--- src/rtl/dbgmon_pkg.sv ---
package dbgmon_pkg;

    typedef enum logic [1:0] {
        MS_IDLE   = 2'd0,
        MS_SECURE = 2'd1,
        MS_BREAK  = 2'd2,
        MS_READY  = 2'd3
    } mon_state_e;

    typedef struct packed {
        logic mode;
        logic hv_any;
        logic clk_lo;
    } strap_t;

    localparam logic [7:0] NORMAL_VEC_PAGE  = 8'hFF;
    localparam logic [7:0] MONITOR_VEC_PAGE = 8'hFE;

    function automatic logic [15:0] remap_vector(input logic [15:0] addr, input logic en);
        logic [15:0] res;
        res = addr;
        if (en && addr[15:8] == NORMAL_VEC_PAGE)
            res[15:8] = MONITOR_VEC_PAGE;
        return res;
    endfunction

endpackage

--- src/rtl/dbgmon_strap_capture.sv ---
module dbgmon_strap_capture
    import dbgmon_pkg::*;
(
    input  logic   clk,
    input  logic   rst,
    input  logic   mode_strap,
    input  logic   clk_strap,
    input  logic   hv_irq,
    input  logic   hv_rst,
    input  logic   entry_evt,
    output logic   release_evt,
    output strap_t straps
);
    logic   in_reset_q;
    strap_t straps_q;

    assign release_evt = in_reset_q && !rst;
    assign straps      = straps_q;

    always_ff @(posedge clk) begin
        if (rst) begin
            in_reset_q <= 1'b1;
            straps_q   <= '0;
        end else begin
            in_reset_q <= 1'b0;
            if (release_evt) begin
                straps_q.mode   <= mode_strap;
                straps_q.hv_any <= hv_irq | hv_rst;
            end
            if (entry_evt)
                straps_q.clk_lo <= !clk_strap;
        end
    end
endmodule

--- src/rtl/dbgmon_sec_check.sv ---
module dbgmon_sec_check #(
    parameter int          SEC_BYTES = 8,
    parameter logic [63:0] SEC_KEY   = 64'h0123_4567_89AB_CDEF
) (
    input  logic       clk,
    input  logic       rst,
    input  logic       enable,
    input  logic       rx_valid,
    input  logic [7:0] rx_byte,
    output logic       last_byte,
    output logic       done,
    output logic       pass
);
    localparam int IW = (SEC_BYTES > 1) ? $clog2(SEC_BYTES) : 1;
    localparam logic [IW-1:0] LAST_IDX = IW'(SEC_BYTES - 1);

    logic [IW-1:0] idx_q;
    logic          mismatch_q;
    logic          done_q;
    logic          take;
    logic [7:0]    ref_byte;

    assign take      = enable && rx_valid && !done_q;
    assign last_byte = take && (idx_q == LAST_IDX);
    assign ref_byte  = SEC_KEY[8*idx_q +: 8];
    assign done      = done_q;
    assign pass      = done_q && !mismatch_q;

    always_ff @(posedge clk) begin
        if (rst) begin
            idx_q      <= '0;
            mismatch_q <= 1'b0;
            done_q     <= 1'b0;
        end else if (take) begin
            if (rx_byte != ref_byte)
                mismatch_q <= 1'b1;
            if (last_byte)
                done_q <= 1'b1;
            else
                idx_q <= idx_q + 1'b1;
        end
    end
endmodule

--- src/rtl/dbgmon_break_gen.sv ---
module dbgmon_break_gen #(
    parameter int BREAK_BITS = 10
) (
    input  logic clk,
    input  logic rst,
    input  logic active,
    input  logic baud_tick,
    output logic finished
);
    localparam int CW = $clog2(BREAK_BITS + 1);
    localparam logic [CW-1:0] LAST_CNT = CW'(BREAK_BITS - 1);

    logic [CW-1:0] cnt_q;

    assign finished = active && baud_tick && (cnt_q == LAST_CNT);

    always_ff @(posedge clk) begin
        if (rst || !active)
            cnt_q <= '0;
        else if (baud_tick)
            cnt_q <= cnt_q + 1'b1;
    end
endmodule

--- src/rtl/dbgmon_entry.sv ---
module dbgmon_entry
    import dbgmon_pkg::*;
#(
    parameter int          SEC_BYTES  = 8,
    parameter int          BREAK_BITS = 10,
    parameter logic [63:0] SEC_KEY    = 64'h0123_4567_89AB_CDEF
) (
    input  logic        clk,
    input  logic        rst,
    input  logic        mode_strap,
    input  logic        clk_strap,
    input  logic        hv_irq,
    input  logic        hv_rst,
    input  logic        swi_req,
    input  logic        rx_valid,
    input  logic [7:0]  rx_byte,
    input  logic        baud_tick,
    input  logic        vec_fetch,
    input  logic [15:0] vec_addr_in,
    output logic [15:0] vec_addr_out,
    output logic        tx_bit,
    output logic        cmd_ready,
    output logic        sec_done,
    output logic        sec_pass,
    output logic        mon_active,
    output logic        wdog_en,
    output logic        clk_div_bypass
);
    mon_state_e state_q, state_d;
    strap_t     straps;
    logic       release_evt;
    logic       entry_evt;
    logic       last_byte;
    logic       break_end;

    // entry: strap-qualified reset release, or software request while idle
    assign entry_evt = (release_evt && mode_strap) ||
                       (state_q == MS_IDLE && !release_evt && swi_req && !rst);

    dbgmon_strap_capture u_cap (
        .clk         (clk),
        .rst         (rst),
        .mode_strap  (mode_strap),
        .clk_strap   (clk_strap),
        .hv_irq      (hv_irq),
        .hv_rst      (hv_rst),
        .entry_evt   (entry_evt),
        .release_evt (release_evt),
        .straps      (straps)
    );

    dbgmon_sec_check #(
        .SEC_BYTES (SEC_BYTES),
        .SEC_KEY   (SEC_KEY)
    ) u_sec (
        .clk       (clk),
        .rst       (rst),
        .enable    (state_q == MS_SECURE),
        .rx_valid  (rx_valid),
        .rx_byte   (rx_byte),
        .last_byte (last_byte),
        .done      (sec_done),
        .pass      (sec_pass)
    );

    dbgmon_break_gen #(
        .BREAK_BITS (BREAK_BITS)
    ) u_brk (
        .clk       (clk),
        .rst       (rst),
        .active    (state_q == MS_BREAK),
        .baud_tick (baud_tick),
        .finished  (break_end)
    );

    always_comb begin
        state_d = state_q;
        unique case (state_q)
            MS_IDLE:   if (entry_evt) state_d = MS_SECURE;
            MS_SECURE: if (last_byte) state_d = MS_BREAK;
            MS_BREAK:  if (break_end) state_d = MS_READY;
            MS_READY:  state_d = MS_READY;
            default:   state_d = MS_IDLE;
        endcase
    end

    always_ff @(posedge clk) begin
        if (rst) state_q <= MS_IDLE;
        else     state_q <= state_d;
    end

    assign mon_active     = (state_q != MS_IDLE);
    assign tx_bit         = (state_q != MS_BREAK);
    assign cmd_ready      = (state_q == MS_READY);
    assign wdog_en        = !(mon_active && straps.hv_any);
    assign clk_div_bypass = mon_active && straps.clk_lo;
    assign vec_addr_out   = remap_vector(vec_addr_in, mon_active && vec_fetch);
endmodule

--- config.mk ---
export PLATFORM = sky130hd
export DESIGN_NAME = dbgmon_entry
export DESIGN_NICKNAME = d
export VERILOG_FILES = /design/src/rtl/dbgmon_pkg.sv /design/src/rtl/dbgmon_strap_capture.sv /design/src/rtl/dbgmon_sec_check.sv /design/src/rtl/dbgmon_break_gen.sv /design/src/rtl/dbgmon_entry.sv
export SDC_FILE = /design/constraint.sdc
export NUM_CORES = 1
export LEC_CHECK = 0
export BUFFER_PORTS_ARGS = -buffer_cell sky130_fd_sc_hd__buf_4
export CORE_MARGIN = 1
export CORE_UTILIZATION = 28
export DETAILED_ROUTE_END_ITERATION = 6
export GPL_TIMING_DRIVEN = 0
export PLACE_DENSITY = 0.55
export SETUP_SLACK_MARGIN = 0.02
export SKIP_LAST_GASP = 1
export SYNTH_ARGS = -nofsm -noshare
export SYNTH_HDL_FRONTEND = slang
export SYNTH_SLANG_ARGS = --single-unit
--- constraint.sdc ---
create_clock -name clk -period 1.7 [get_ports clk]
set_input_delay 0.085 -clock clk [delete_from_list [all_inputs] [get_ports clk]]
set_output_delay 0.085 -clock clk [all_outputs]
set_load 0.005 [all_outputs]
---- Word-level counts from Yosys, hierarchy flattened ----
Index checks and enable logic that the tools add are counted.
storage, ports and cells
  bits in registers ....................... 14
  input port bits ......................... 34
  output and inout bits ................... 23
  logic and storage cells ................. 60
cells by class
  add/sub/neg operators ................... 2
  equal/unequal tests ..................... 11
  shift-type cells ........................ 1
  mux-type cells .......................... 6
  bitwise logic cells ..................... 2
  reduce and logical (&&, ||, !) cells .... 30
operator list
  kind                                                       number
  indexed part select 64 x 7 -> 8 bit, first input constant  1
  logical AND 1 bit                                          15
  equality test 8 bit, second input constant                 1
  two-way mux 8 bit                                          1
  inequality test 2 bit, second input constant               4
  inequality test 8 bit                                      1
  one-hot mux 2 bit (4 select lines)                         1
  logical NOT 1 bit                                          7
  two-way mux 2 bit                                          3
  AND reduction 2 bit                                        3
  adder 4 x 1 -> 4 bit, second input constant                1
  equality test 2 bit, second input constant                 2
  equality test 4 bit, second input constant                 1
  adder 3 x 1 -> 3 bit, second input constant                1
  equality test 3 bit, second input constant                 1
  AND reduction 3 bit                                        1
  equality test 2 x 1 -> 1 bit, second input constant        1
  logical NOT 2 bit                                          1
  logical OR 1 bit                                           2
  nonzero test 2 bit                                         1
  two-way mux 1 bit                                          1
  NOT 1 bit                                                  1
  OR 1 bit                                                   1

---- Longest topological paths before layout ----
Gate-level depths: netlist of run 1.
  word-level depth ........................ 9
  gate-level depth with buffers ........... 5
  mapped depth without buffers ............ 5

---- Modules after synthesis ----
A second synthesis of run 1 with hierarchy kept.
unflattened totals
  cells, all modules ...................... 103
  area total of the unflattened synthesis .. 910.9 um^2
modules (own cells, without submodules)
  module                times used  cells each  area each (um^2)  sequential area each (um^2)
  dbgmon_sec_check      1           34          309.0             100.1
  dbgmon_entry          1           35          262.8             40.0
  dbgmon_break_gen      1           22          212.7             80.1
  dbgmon_strap_capture  1           12          126.4             80.1

---- Worst setup path before layout of run 1 ----
OpenSTA, ideal clock, no wires.
  path type ............................... flip-flop to flip-flop
  start point ............................. register u_sec.idx_q[0]
  end point ............................... register u_sec.idx_q[0]
  arrival time ............................ 1223 ps
  required time ........................... 1630 ps
  setup slack ............................. 407 ps
  cell stages (with the launch flop) ...... 5
  clock period less this slack ............ 1293 ps
  cell sequence ........................... dfxtp_1 ha_1 ha_1 or3_1 a21oi_1
on the way
  cells in the longest elaborated chain, start to end .. 4
  elaborated cells on any way between the ends .. 5
  classes of those cells .................. add/sub (1); eq/ne (1); bitwise (1); reduce/logical (2)
RTL lines
  element                        line                    RTL
  from (decl)                    dbgmon_sec_check.sv:17  logic [IW-1:0] idx_q;
  from (signal assigned)         dbgmon_sec_check.sv:40  idx_q <= idx_q + 1'b1;
  equality test 3 bit            dbgmon_sec_check.sv:24  assign last_byte = take && (idx_q == LAST_IDX);
  logical AND 1 bit              dbgmon_sec_check.sv:24
  NOT 1 bit (no line)            -
  AND reduction 2 bit (no line)  -
Parallel ways exist; a longest one is shown, timed or not.
A chain may end at the register's enable or synchronous reset.

---- Final worst setup path of run 1 ----
Same ends and word-level chain as after synthesis.

==> reports/metrics.csv, run 1 <==
metric,value,unit
layout cells sized above 1,0.443,
largest net degree at the start of global routing,10,
Layout Nets,188,
IO buf count,48,
Seq pwr share,0.470,
first-pass GRT wire length,3.21,mm
fin. max-slew vios,0,
leakage,0.583,nW
DR vias/cell,4.75,
syn nets,134,
Inst Count DP,175,
Worst setup EP type,register,
max cap viols,0,
Clock Latency Late Sink,0.28,ns
worst-margin pin slew,0.395,ns
total length of routed wires,1.96,mm
htree depth,1,
"flops & latches, synth",14,
vias in the first global route,795,
HPWL after detailed placement,1.67,mm
mapped cell area,831,um2
Worst Hold Class,in2reg,
reg2reg end,u_sec.idx_q[0],
"antenna viol nets, final",0,
number of clock sinks seen by CTS,14,
reg2reg setup slack,0.30,ns
DRC errors left,0,
Setup TNS Final,0,ns
unrepaired setup endpoints after global routing,no,
GPL Wtd Cong,0.730,
# setup viols final,0,
skew final,0.00444,ns
power per cell area,585,mW/mm2
# diodes,0,
I/O pin total,57,
Crit path buffers/inverters,0,
die area,0.00319,mm2
CORE AREA,0.00278,mm2
highest clock rate,716,MHz
run status,"complete, no violations",
final cell count without fillers,180,
sequential share of the synthesized area,0.337,
Power Internal,0.572,mW
synth unique cells,33,
Cells after Synth,96,
die width,56.5,um
num rows,19,
final hold vios,0,
worst-path cell chain,ha_1 -> ha_1 -> or3_1 -> a21oi_1,
r2r worst-path depth,4,
Iter 0 DRT Violations,6,
CTS tree,yes,
clock power share,0.320,
mean area per synthesized cell,8.65,um2
vias post-DR,855,
Overall Global Routing Usage,0.127,
Crit path max-delay family,adder cells,
Hold Path Stages,2,
Startpoint Class,register,
initial core utilization,0.299,
arrival time at the worst endpoint,1.61,ns
Worst EP required,1.92,ns
Max transition margin,0.737,
switching power,0.174,mW
CP Class,reg2reg,
warnings from Yosys,0,
slowest library cell on the worst path,or3_1,
overall power,0.746,mW
"slowest stage delay, CP",0.37,ns
Root Buffer,clkbuf_4,
fin crit share,0.822,
number of buffers created by CTS,3,
Comb pwr share,0.209,
min Tclk post-route,1.40,ns
gr ovfl total,0,
worst hold endpoint,u_brk.cnt_q[1],
Area Growth Syn to Fin,53.6,%
RR Startpoint,u_sec.idx_q[0],
HP Start,baud_tick,
crit path max fanout,9,
die height,56.5,um
initial antenna violation count,0,
sw frac,0.233,
VDD IR max,342,uV
Routed WL per cell,10.9,um
most used cell along the critical path,ha_1,
DRT Pass-1 Iters,4,
fill count,306,
Clock Path Buffers,2,
"CTS clk-pin slew, worst paths",0.09,ns
[registers in the layout, indices dropped and copies added, names as in the netlist]
register / cells
u_cap.in_reset_q: 1
u_brk.cnt_q: 4
u_sec.idx_q: 3
state_q: 2
u_cap.straps: 2
u_sec.mismatch_q: 1
u_sec.done: 1
[synthesized netlist by cell type]
| cell | n | share of area |
|---|---|---|
| o22ai_1 | 2 | 0.015 |
| xor2_1 | 2 | 0.021 |
| nor2b_1 | 1 | 0.0075 |
| nand2_1 | 4 | 0.018 |
| o21ai_0 | 4 | 0.024 |
| nand2b_1 | 4 | 0.030 |
| a2111oi_2 | 1 | 0.018 |
| and2_1 | 3 | 0.023 |
| nand4bb_1 | 1 | 0.014 |
| or3_1 | 1 | 0.0075 |
| a221oi_2 | 1 | 0.018 |
| and4bb_2 | 1 | 0.015 |
| or3b_1 | 1 | 0.011 |
| ha_1 | 4 | 0.060 |
| clkbuf_1 | 8 | 0.036 |
| buf_4 | 8 | 0.072 |
| nor4b_4 | 1 | 0.029 |
| o21bai_1 | 1 | 0.0090 |
| xnor2_1 | 1 | 0.011 |
| nand3b_1 | 3 | 0.027 |
| inv_1 | 3 | 0.014 |
| and4b_1 | 1 | 0.012 |
| o21ai_1 | 1 | 0.0060 |
| buf_6 | 1 | 0.014 |
| a211oi_1 | 2 | 0.018 |
| o31a_1 | 1 | 0.011 |
| o311a_1 | 1 | 0.012 |
| nand4_1 | 3 | 0.023 |
| dfxtp_1 | 14 | 0.34 |
| a31oi_1 | 1 | 0.0075 |
| nor2_1 | 9 | 0.041 |
| a21oi_1 | 6 | 0.036 |
| inv_2 | 1 | 0.0045 |
[power groups by stage]
stage | clock network, mW | logic, mW | registers (mW)
finish | 0.239 | 0.156 | 0.351
global placement | 0 | 0.153 | 0.359
CTS | 0.247 | 0.159 | 0.351
detailed placement | 0 | 0.157 | 0.359
global route | 0.261 | 0.172 | 0.354
floorplan | 0 | 0.0644 | 0.355
[what timing repair did]
item	CTS	global route
buffers inserted	0	0
endpoints found under the hold margin	1	0
hold buffers	1	0
resized for setup	0	0
[final cells by class]
cell class                 instances  area, um2  area share
clock buffer                       4       36.3      0.0284
multi-input combinational         61        434       0.340
tap                               31       38.8      0.0304
sequential                        14        280       0.220
inverter                           4       15.0      0.0118
buffer                            17        101      0.0794
timing repair buffer              49        370       0.290
[through the flow]
stage | area [um2] | util | setup WS (ns) | hold slack [ns]
global route | 1280 | 0.459 | 0.234 | 0.0347
detailed placement | 1230 | 0.442 | 0.328 | 0.202
CTS | 1280 | 0.459 | 0.296 | 0.0272
global placement | 1230 | 0.442 | 0.326 | 0.199
finish | 1280 | 0.459 | 0.303 | 0.0264
floorplan | 831 | - | 0.407 | 0.113
[cells by family after synthesis]
logic type | synth area share
compound gates | 0.175
xor+xnor | 0.0316
fa+ha+maj | 0.0602
buf+inv | 0.140
flops | 0.337
simple gates | 0.256
[per-layer routing]
metal	vias to the layer above	share of wire	wire length (um)	track usage
met4	0	0.013	25	0.0627
met3	4	0.090	177	0.0369
met2	36	0.50	979	0.240
met5	-	0	0	0
met1	383	0.40	780	0.124
li1	432	-	-	-
[how the worst max path moves through the flow]
| stage | cells after the start | slack (ns) | startpoint | end |
|---|---|---|---|---|
| 2_1_floorplan | 4 | 0.41 | u_sec.idx_q[0] | u_sec.idx_q[0] |
| 3_3_place_gp | 4 | 0.33 | u_sec.idx_q[0] | u_sec.idx_q[0] |
| 3_5_place_dp | 4 | 0.33 | u_sec.idx_q[0] | u_sec.idx_q[0] |
| 4_1_cts | 3 | 0.30 | state_q[0] | vec_addr_out[8] |
| 5_1_grt | 4 | 0.23 | u_sec.idx_q[0] | u_sec.idx_q[0] |
| 6_report | 4 | 0.30 | u_sec.idx_q[0] | u_sec.idx_q[0] |
[cell usage in the layout, fill, tap and decap left out]
master | netlist | layout
a2111oi_2 | 1 | 1
a211oi_1 | 2 | 2
a21oi_1 | 6 | 6
a221oi_2 | 1 | 1
a31oi_1 | 1 | 1
and2_1 | 3 | 3
and4b_1 | 1 | 1
and4bb_2 | 1 | 1
buf_4 | 8 | 56
buf_6 | 1 | 1
clkbuf_1 | 8 | 8
clkbuf_4 | 0 | 3
clkbuf_8 | 0 | 1
dfxtp_1 | 14 | 14
dlygate4sd3_1 | 0 | 1
ha_1 | 4 | 4
inv_1 | 3 | 3
inv_2 | 1 | 1
nand2_1 | 4 | 4
nand2b_1 | 4 | 4
nand3b_1 | 3 | 3
nand4_1 | 3 | 3
nand4bb_1 | 1 | 1
nor2_1 | 9 | 9
nor2b_1 | 1 | 1
nor4b_4 | 1 | 1
o21ai_0 | 4 | 4
o21ai_1 | 1 | 1
o21bai_1 | 1 | 1
o22ai_1 | 2 | 2
o311a_1 | 1 | 1
o31a_1 | 1 | 1
or3_1 | 1 | 1
or3b_1 | 1 | 1
xnor2_1 | 1 | 1
xor2_1 | 2 | 2
No activity file was read; power rests on OpenSTA's default activity.
==> inputs of run 2 (changes only) <==
clock period = 1.3 ns   (was 1.7 ns; I/O delays follow)
==> reports/metrics.csv, run 2 (synthesized netlist as in run 1, its figures left out) <==
metric,value,unit
final cell count without fillers,184,
# setup viols final,0,
unrepaired setup endpoints after global routing,yes,
Setup WS pre-CTS,-0.0293,ns
r2r worst-path depth,3,
largest net degree at the start of global routing,10,
highest clock rate,794,MHz
fin crit share,0.969,
reg2reg setup slack,0.04,ns
power per cell area,732,mW/mm2
final hold vios,0,
worst hold endpoint,u_brk.cnt_q[1],
slowest library cell on the worst path,or3b_4,
Inst Count DP,175,
"Most flops, register",u_brk.cnt_q,
Crit. Startpoint,u_sec.idx_q[1],
max cap viols,0,
Area Growth Syn to Fin,63.3,%
Hold Path Stages,2,
Root Buffer,clkbuf_4,
fin. max-slew vios,0,
Power Internal,0.757,mW
Max transition margin,0.833,
Routed WL per cell,10.8,um
# diodes,0,
overall power,0.992,mW
number of clock sinks seen by CTS,14,
"most common cell after layout, fill and taps aside",buf_4,
die area,0.00319,mm2
fin worst setup slack,0.0405,ns
layout cells sized above 1,0.523,
run status,"complete, no violations",
Worst EP required,1.47,ns
leakage,0.608,nW
RR Startpoint,u_sec.idx_q[1],
die height,56.5,um
DRT Pass-1 Iters,4,
gr ovfl total,0,
arrival time at the worst endpoint,1.43,ns
first-pass GRT wire length,3.15,mm
GPL Wtd Cong,0.680,
worst-path cell chain,or3b_4 -> a2111oi_4 -> a31oi_1,
htree depth,1,
total length of routed wires,2.00,mm
clock power share,0.317,
CP Class,reg2reg,
crit path max fanout,4,
die width,56.5,um
Worst setup EP type,register,
CTS tree,yes,
Startpoint Class,register,
initial antenna violation count,0,
Worst Hold Class,in2reg,
worst-margin pin slew,0.250,ns
IO buf count,48,
Top Registers,"u_brk.cnt_q: 4 flops, u_sec.idx_q: 3 flops",
sw frac,0.238,
initial core utilization,0.299,
VDD IR max,571,uV
Seq pwr share,0.465,
fill count,270,
"CTS clk-pin slew, worst paths",0.08,ns
HP Start,baud_tick,
"slowest stage delay, CP",0.39,ns
CORE AREA,0.00278,mm2
Iter 0 DRT Violations,11,
Comb pwr share,0.218,
max reg flops,4,
Clock Path Buffers,2,
min Tclk post-route,1.26,ns
I/O pin total,57,
vias in the first global route,742,
"antenna viol nets, final",0,
switching power,0.236,mW
vias post-DR,841,
Clock Latency Late Sink,0.28,ns
Layout Nets,192,
DR vias/cell,4.57,
Min Hold Slack,0.00351,ns
Overall Global Routing Usage,0.121,
number of buffers created by CTS,3,
reg2reg end,u_sec.mismatch_q,
skew final,0.00137,ns
most frequent cells in the layout,"61 x buf_4, 10 x dfxtp_1, 8 x nor2_1, 7 x clkbuf_1, 6 x a21oi_1",
DRC errors left,0,
num rows,19,
HPWL after detailed placement,1.52,mm
==> run 2: worst max-delay path by stage <==
stage	end	slack, ns	cells past startpoint
final	u_sec.mismatch_q	0.04	3
after detailed placement	u_sec.idx_q[0]	-0.03	4
after CTS	vec_addr_out[8]	0.02	4
after floorplan	u_sec.idx_q[0]	0.06	4
after global placement	u_sec.idx_q[0]	-0.01	4
after global routing	u_sec.idx_q[0]	-0.00004	4
==> run 2: routing by layer <==
layer / vias to the layer above / global-route usage / share of wire
li1: 440 / - / -
met1: 367 / 0.154 / 0.45
met2: 30 / 0.190 / 0.46
met3: 4 / 0.0484 / 0.078
met4: 0 / 0.0314 / 0.011
met5: - / 0 / 0
==> run 2: stage by stage <==
| stage | utilization | area (um2) | TNS (ns) |
|---|---|---|---|
| floorplan | - | 833 | 0 |
| global placement | 0.443 | 1230 | -0.0131 |
| detailed placement | 0.443 | 1230 | -0.0306 |
| CTS | 0.476 | 1330 | 0 |
| global route | 0.488 | 1360 | -0.0000367 |
| finish | 0.488 | 1360 | 0 |
==> run 2: layout make-up <==
class | count | area [um2] | share of cell area
sequential | 14 | 285 | 0.210
tap | 31 | 38.8 | 0.0286
inverter | 4 | 15.0 | 0.0111
timing repair buffer | 54 | 408 | 0.301
multi-input combinational | 61 | 475 | 0.351
clock buffer | 4 | 36.3 | 0.0268
buffer | 16 | 97.6 | 0.0720
==> run 2: repair_timing <==
action                                 in CTS  in global routing
hold buffers                                1                  0
setup buffers                               2                  3
setup endpoints to repair                   4                  7
pin swaps                                   0                  2
resized for setup                           7                  5
endpoints found under the hold margin       1                  0
==> run 2: worst max-delay path, delay by kind of cell, from the launching register on <==
| family | cells | cell delay (ns) |
|---|---|---|
| flip-flops | 1 | 0.36 |
| AND/OR/NAND/NOR | 1 | 0.39 |
| AO/OA/AOI/OAI | 2 | 0.40 |
==> run 2: power by group through the flow <==
stage / clock network (mW) / registers (mW) / logic [mW]
6_report: 0.314 / 0.462 / 0.216
5_1_grt: 0.344 / 0.464 / 0.234
4_1_cts: 0.324 / 0.460 / 0.215
3_5_place_dp: 0 / 0.470 / 0.204
3_3_place_gp: 0 / 0.469 / 0.201
2_1_floorplan: 0 / 0.465 / 0.0843
==> inputs of run 3 (changes only) <==
RECOVER_POWER = 100   (was default)
==> reports/metrics.csv, run 3 (synthesized netlist as in run 1, its figures left out) <==
metric,value,unit
run status,"complete, no violations",
Overall Global Routing Usage,0.121,
final cell count without fillers,184,
DR vias/cell,4.52,
highest clock rate,794,MHz
r2r worst-path depth,3,
Routed WL per cell,10.8,um
initial antenna violation count,0,
Hold Path Stages,2,
# setup viols final,0,
max cap viols,0,
"antenna viol nets, final",0,
gr ovfl total,0,
CP Class,reg2reg,
total length of routed wires,1.98,mm
skew final,0.00198,ns
number of buffers created by CTS,3,
die area,0.00319,mm2
VDD IR max,570,uV
vias in the first global route,742,
GPL Wtd Cong,0.680,
Clock Latency Late Sink,0.28,ns
die width,56.5,um
"CTS clk-pin slew, worst paths",0.08,ns
final hold vios,0,
most frequent cells in the layout,"44 x buf_4, 20 x clkbuf_4, 10 x dfxtp_1, 8 x nor2_1, 7 x clkbuf_1",
Worst EP required,1.47,ns
Max transition margin,0.833,
# diodes,0,
DRC errors left,0,
IO buf count,48,
unrepaired setup endpoints after global routing,yes,
Layout Nets,192,
fin area,0.00136,mm2
Worst setup EP type,register,
arrival time at the worst endpoint,1.43,ns
max reg flops,4,
Clock Path Buffers,2,
Top Registers,"u_brk.cnt_q: 4 flops, u_sec.idx_q: 3 flops",
largest net degree at the start of global routing,10,
"most common cell after layout, fill and taps aside",buf_4,
HPWL after detailed placement,1.52,mm
number of clock sinks seen by CTS,14,
DRT Pass-1 Iters,4,
"Cell Area, Placed",0.00123,mm2
CORE AREA,0.00278,mm2
first-pass GRT wire length,3.15,mm
fin. max-slew vios,0,
min Tclk post-route,1.26,ns
die height,56.5,um
Min Hold Slack,0.00425,ns
Finished Core Util,0.488,
htree depth,1,
Area Growth Syn to Fin,63.3,%
"Most flops, register",u_brk.cnt_q,
Root Buffer,clkbuf_4,
layout cells sized above 1,0.523,
CTS tree,yes,
vias post-DR,832,
power per cell area,729,mW/mm2
worst-margin pin slew,0.250,ns
num rows,19,
Worst Hold Class,in2reg,
fin crit share,0.969,
Inst Count DP,175,
I/O pin total,57,
leakage,0.604,nW
Startpoint Class,register,
initial core utilization,0.299,
Iter 0 DRT Violations,9,
crit path max fanout,4,
==> run 3: power by group <==
part	internal (mW)	switching [mW]	leakage [nW]	total, mW
Combinational	0.140	0.0737	0.467	0.213
Clock	0.170	0.143	0.0210	0.314
Sequential	0.444	0.0177	0.116	0.462
Total	0.754	0.234	0.604	0.989
==> run 3: stage by stage <==
step                      power [mW]    TNS [ns]  setup slack (ns)
after floorplan                0.549           0            0.0567
after global placement         0.671     -0.0131           -0.0131
after detailed placement       0.673     -0.0306           -0.0293
after CTS                      0.999           0            0.0160
after global routing            1.04  -0.0000367        -0.0000367
final                          0.989           0            0.0405
==> run 3: area by class of cell <==
cell class / count / area [um2]
Timing Repair Buffer: 54 / 408
Buffer: 16 / 97.6
Fill cell: 270 / 1430
Tap cell: 31 / 38.8
Clock buffer: 4 / 36.3
Inverter: 4 / 15.0
Sequential cell: 14 / 285
Multi-Input combinational cell: 61 / 475
==> run 3: layer usage <==
metal,routed length (um),GRT usage,share of wire
met2,897,0.190,0.45
met5,0,0,0
met4,21,0.0314,0.011
met1,907,0.154,0.46
met3,153,0.0484,0.077
==> run 3: timing repair <==
item | CTS | global route
buffers inserted | 2 | 3
endpoints found under the setup margin | 4 | 7
gates resized for setup | 7 | 5
pin swaps | 0 | 2
endpoints found under the hold margin | 1 | 0
hold buffers | 1 | 0
==> run 3: worst max-delay path, stage by stage (launching register included) <==
cell and delay (ns):
dfxtp_2 0.36, or3b_4 0.39, a2111oi_4 0.29, a31oi_1 0.11
==> run 3: worst paths after layout <==
| path | endpoint | startpoint | slack, ns |
|---|---|---|---|
| max | u_sec.mismatch_q | u_sec.idx_q[1] | 0.04 |
| min | u_brk.cnt_q[1] | baud_tick | 0.004 |
| max reg2reg | u_sec.mismatch_q | u_sec.idx_q[1] | 0.04 |
| min reg2reg | u_sec.idx_q[1] | u_sec.idx_q[1] | 0.51 |
